===== src/rtl/gpio_scp_pkg.sv =====
package gpio_scp_pkg;
  localparam int unsigned PORT_W = 32;
  localparam int unsigned ADDR_W = 3;
  localparam logic [ADDR_W-1:0] A_SET   = 3'd0;
  localparam logic [ADDR_W-1:0] A_CLR   = 3'd1;
  localparam logic [ADDR_W-1:0] A_TRI   = 3'd2;
  localparam logic [ADDR_W-1:0] A_LEVEL = 3'd3;
  localparam logic [ADDR_W-1:0] A_ARM   = 3'd4;
endpackage


===== src/rtl/gpio_scp_outregs.sv =====
module gpio_scp_outregs #(
  parameter int unsigned N = 32
) (
  input  logic         clk,
  input  logic         rst_n,
  input  logic         set_stb,
  input  logic         clr_stb,
  input  logic         tri_stb,
  input  logic [N-1:0] mask,
  output logic [N-1:0] out_q,
  output logic [N-1:0] oe_q
);
  // latch arithmetic kept in functions so each write kind is one line
  function automatic logic [N-1:0] f_set(input logic [N-1:0] cur, input logic [N-1:0] m);
    return cur | m;
  endfunction
  function automatic logic [N-1:0] f_clr(input logic [N-1:0] cur, input logic [N-1:0] m);
    return cur & ~m;
  endfunction

  logic [N-1:0] out_nx, oe_nx;

  always_comb begin
    out_nx = out_q;
    oe_nx  = oe_q;
    if (set_stb) begin
      out_nx = f_set(out_q, mask);
      oe_nx  = f_set(oe_q, mask);
    end else if (clr_stb) begin
      out_nx = f_clr(out_q, mask);
      oe_nx  = f_set(oe_q, mask);
    end else if (tri_stb) begin
      oe_nx  = f_clr(oe_q, mask);
    end
  end

  always_ff @(posedge clk or negedge rst_n) begin
    if (!rst_n) begin
      out_q <= '0;
      oe_q  <= '0;
    end else begin
      out_q <= out_nx;
      oe_q  <= oe_nx;
    end
  end
endmodule


===== src/rtl/gpio_scp_sync.sv =====
module gpio_scp_sync #(
  parameter int unsigned N      = 32,
  parameter int unsigned STAGES = 2
) (
  input  logic         clk,
  input  logic         rst_n,
  input  logic [N-1:0] din,
  output logic [N-1:0] dout
);
  logic [STAGES-1:0][N-1:0] chain;

  for (genvar s = 0; s < STAGES; s++) begin : g_stage
    always_ff @(posedge clk or negedge rst_n) begin
      if (!rst_n)      chain[s] <= '0;
      else if (s == 0) chain[s] <= din;
      else             chain[s] <= chain[(s == 0) ? 0 : s-1];
    end
  end

  assign dout = chain[STAGES-1];
endmodule


===== src/rtl/gpio_scp_ingate.sv =====
module gpio_scp_ingate #(
  parameter int unsigned N = 32
) (
  input  logic         clk,
  input  logic         rst_n,
  input  logic         arm_stb,
  input  logic [N-1:0] synced,
  output logic         armed,
  output logic [N-1:0] level
);
  always_ff @(posedge clk or negedge rst_n) begin
    if (!rst_n)       armed <= 1'b0;
    else if (arm_stb) armed <= 1'b1;
  end

  assign level = armed ? synced : '0;
endmodule


===== src/rtl/gpio_setclr_port.sv =====
module gpio_setclr_port
  import gpio_scp_pkg::*;
#(
  parameter int unsigned NPINS   = PORT_W,
  parameter int unsigned AW      = ADDR_W,
  parameter int unsigned SYNC_FF = 2
) (
  input  logic             clk,
  input  logic             rst_n,
  input  logic [AW-1:0]    bus_addr,
  input  logic [NPINS-1:0] bus_wdata,
  input  logic             bus_we,
  output logic [NPINS-1:0] bus_rdata,
  output logic [NPINS-1:0] pin_out,
  output logic [NPINS-1:0] pin_oe,
  input  logic [NPINS-1:0] pin_in
);
  // named internal events, visible to the bound checker
  logic set_stb, clr_stb, tri_stb, arm_stb;
  logic in_armed;
  logic [NPINS-1:0] pin_synced, pin_level;

  assign set_stb = bus_we && (bus_addr == AW'(A_SET));
  assign clr_stb = bus_we && (bus_addr == AW'(A_CLR));
  assign tri_stb = bus_we && (bus_addr == AW'(A_TRI));
  assign arm_stb = bus_we && (bus_addr == AW'(A_ARM));

  gpio_scp_outregs #(.N(NPINS)) u_out (
    .clk(clk), .rst_n(rst_n),
    .set_stb(set_stb), .clr_stb(clr_stb), .tri_stb(tri_stb),
    .mask(bus_wdata), .out_q(pin_out), .oe_q(pin_oe)
  );

  gpio_scp_sync #(.N(NPINS), .STAGES(SYNC_FF)) u_sync (
    .clk(clk), .rst_n(rst_n), .din(pin_in), .dout(pin_synced)
  );

  gpio_scp_ingate #(.N(NPINS)) u_gate (
    .clk(clk), .rst_n(rst_n), .arm_stb(arm_stb),
    .synced(pin_synced), .armed(in_armed), .level(pin_level)
  );

  always_comb begin
    unique case (bus_addr)
      AW'(A_SET), AW'(A_CLR): bus_rdata = pin_out;
      AW'(A_TRI):             bus_rdata = pin_oe;
      AW'(A_LEVEL):           bus_rdata = pin_level;
      default:                bus_rdata = '0;
    endcase
  end
endmodule


===== config.mk =====
export PLATFORM = sky130hd
export DESIGN_NAME = gpio_setclr_port
export DESIGN_NICKNAME = d
export VERILOG_FILES = /design/src/rtl/gpio_scp_pkg.sv /design/src/rtl/gpio_scp_outregs.sv /design/src/rtl/gpio_scp_sync.sv /design/src/rtl/gpio_scp_ingate.sv /design/src/rtl/gpio_setclr_port.sv
export SDC_FILE = /design/constraint.sdc
export NUM_CORES = 1
export LEC_CHECK = 0
export ABC_CLOCK_PERIOD_IN_PS = 1300
export BUFFER_PORTS_ARGS = -buffer_cell sky130_fd_sc_hd__clkbuf_2
export CAP_MARGIN = 0
export CORE_UTILIZATION = 30
export CTS_CLUSTER_SIZE = 28
export DETAILED_ROUTE_END_ITERATION = 8
export GPL_ROUTABILITY_DRIVEN = 0
export RECOVER_POWER = 25
export SLEW_MARGIN = 30
export SYNTH_ARGS = -nofsm -noshare
export SYNTH_HDL_FRONTEND = slang
export SYNTH_SLANG_ARGS = --single-unit
export TNS_END_PERCENT = 5

===== constraint.sdc =====
create_clock -name clk -period 1.3 [get_ports clk]
set_input_delay 0.195 -clock clk [delete_from_list [all_inputs] [get_ports clk]]
set_output_delay 0.195 -clock clk [all_outputs]
set_load 0.03 [all_outputs]

==> summary.txt <==
Power and ir drop
  – Worst IR Drop VDD: approximately 0.86 mV
  – Pwr dens: around 1600 nW/um2
  – Clock power frac: roughly 40%
  – Switching power total: just under 4000 uW
  – Pleak: 0.00413 uW
  – Net Sw Frac: 29.5%
  – Flop pwr share: 35.7%
  – Gate power share: 24.2%
  – Design Power: between 10,000 and 15,000 uW
  – Pint: approximately 9400 uW

Clock network
  – CTS tree: yes
  – H-tree levels: 4
  – Worst-Skew Late Latency: 0.41 ns
  – Setup bufs post-CTS: 0
  – CTS sink cnt: 129
  – Clock transition at path regs: ~0.06 ns
  – CTS Root Cell: clkbuf_16
  – Clock buffer depth: 2
  – CTS buffer count: 17

Floorplanning
  – Die area: about 19,000 um2
  – Starting Density: between 30% and 40%
  – Io pins: approximately 170
  – Site Rows: 49
  – Die Y: around 140 um
  – Core Area: roughly 18,000 um2
  – Die width: about 140 um

Routing
  – DR vias: 4,274
  – Aggregate routed wire length: between 15,000 and 20,000 um
  – Vias/cell: around 4.8
  – DRC violations left: 0
  – 1st-iter DRT viols: around 200
  – Wire length per cell: about 18 um
  – Pre-antenna DRT Iters: 4
  – Final antenna-violating net count: 0

Layout
  – Non-filler instance count after layout: approximately 890
  – Sequential cell area: about 3200 um2
  – Most common cell after layout, fill and taps aside: dfrtp_1
  – # fillers: 1,672
  – Cell area after layout: around 8300 um2
  – Multi-input gate area: between 1500 and 2000 um2
  – Most frequent cells in the layout: 129 x dfrtp_1, 121 x clkbuf_2, 64 x inv_1
  – Ant diodes: 0
  – Share of layout cells above drive strength 1: 45.4%
  – Area grow syn2layout: 49.4%
  – Fin nets: ~700

GRT
  – Grt ovf: 0
  – First-pass GRT wire length: about 24,000 um
  – Pin count of the biggest net entering global routing: 40
  – Initial antenna violation count: 0
  – Global Route Usage Sum: 17.0%
  – Number of global-route vias before repair: 4,451

Synth
  – Synth area leader: dfrtp_1
  – Synth area leaders: dfrtp_1 58%, nand4bb_1 6.5%, a21bo_2 5.8%, mux2i_1 5.8%, a221o_1 5.4%
  – Post-synth top area share: just under 60%
  – Synth Cell Area: between 5000 and 6000 um2
  – Count of cell types in the netlist: 20
  – Register area share after synthesis: 58.2%
  – Synthesized area per cell: about 13 um2
  – Syn nets: roughly 500
  – Mapped Cells: 425
  – Synth warn: 0
  – Synth Register Bits: between 100 and 150

STA
  – Min cycle time layout: approximately 1.9 ns
  – Slew Limit Fails: 0
  – Fin. Hold Viols: 0
  – Unrepaired setup endpoints after global routing: yes
  – Part of the cycle the worst path needs: 150%
  – Actual slew at the worst max-slew pin: roughly 0.96 ns
  – FMAX: 514 MHz
  – Fin worst setup slack: -0.646 ns
  – Hold_ws: ~0.10 ns
  – Max transition margin: about 36%
  – Post-route clock skew: 0.00589 ns
  – Count of final setup violators: 32

Setup path
  – CP endpoint kind: output port
  – Setup CP Type: reg2out
  – Critical path's largest stage delay: roughly 0.38 ns
  – Slowest-stage cell, CP: dfrtp_1
  – CP Max Fanout: 8
  – WP data arrival: about 1.8 ns
  – CP top delay family: flip-flops
  – Crit path required time: 1.11 ns
  – Worst Setup Start Kind: register
  – Buf+Inv Stages, Crit Path: 2
  – Critical-path cell list: and4b_4 > clkbuf_16 > a221o_2 > buf_8

Place
  – # placed instances: roughly 820
  – Post-place instance area: about 6800 um2
  – Port Buffer Count: between 150 and 200
  – DP Wirelength: 10,100 um

Job
  – MaxCap Viol Count: 0

Run status
  – Status: finished, violations left
  – Failing checks: negative setup slack

Min path
  – Hold Path Class: in2reg
[power by group through the flow]
stage          logic [uW]  clock network [uW]  registers, uW
2_1_floorplan        1170                   0           5390
3_3_place_gp         2700                   0           4790
3_5_place_dp         2750                   0           4810
4_1_cts              3120                5460           4740
5_1_grt              3450                5620           4800
6_report             3220                5330           4740
[cell usage after synthesis]
cell type / count
dfrtp_1: 129
inv_1: 64
a21bo_2: 32
mux2i_1: 32
nand4bb_1: 32
nor3b_1: 32
o211ai_1: 32
a221o_1: 30
buf_2: 10
buf_4: 10
clkbuf_1: 7
buf_6: 6
a221o_2: 2
a21oi_2: 1
a31o_2: 1
and4b_1: 1
buf_1: 1
clkbuf_4: 1
nor2_1: 1
nor3b_2: 1
[worst reg2reg max path, cell delays in order, from the launching register on]
cell and delay (ns):
dfrtp_1 0.39, buf_6 0.13, a21bo_2 0.18, o211ai_1 0.07
[per-stage QoR]
stage	setup slack (ns)	TNS, ns	util [%]
after floorplan	-0.105	-3.15	-
after global placement	-0.293	-9.37	37.9
after detailed placement	-0.348	-12.55	37.9
after CTS	-0.685	-21.62	45.4
after global routing	-0.691	-22.01	46.0
final	-0.646	-19.84	46.0
[cells by family (layout without fill, tap and decap cells)]
kind of cell	count (synthesis)	after routing	synth area share, %
buf+inv	99	330	8.48
mux	32	32	5.77
compound gates	98	98	16.2
flops	129	129	58.2
simple gates	67	67	11.3
[repair_timing]
item	4_1_cts	5_1_grt
pin swaps	0	0
gates cloned	0	3
endpoints found under the setup margin	40	41
hold buffers	33	0
hold endpoints to repair	96	0
gates resized for setup	83	35
[per-layer routing]
metal  vias to the layer above  GRT usage (%)  part of all wire (%)
li1                       1974              -                     -
met1                      2151           20.7                    44
met2                       135           28.7                    50
met3                        14           4.09                   4.8
met4                         0           6.76                   1.5
met5                         -              0                     0
[path summary, 6_finish.rpt]
check,from,to,slack [ns],depth (start not counted)
min in group asynchronous,rst_n,u_sync.chain[21],0.46,2
worst min-delay path,bus_wdata[15],register,0.10,3
worst max-delay path,u_gate.armed,bus_rdata[17],-0.65,4
worst min register to register,u_sync.chain[5],u_sync.dout[5],0.35,0
worst max register to register,register,register,0.41,3
max in group asynchronous,rst_n,async pin,0.12,3
[layout make-up]
class	count	area share [%]
sequential	129	39.0
timing repair buffer	234	23.7
multi-input combinational	197	23.0
clock buffer	19	5.47
tap	229	3.46
inverter	64	2.90
clock inverter	13	2.51
Power figures use the tool's default switching activity.
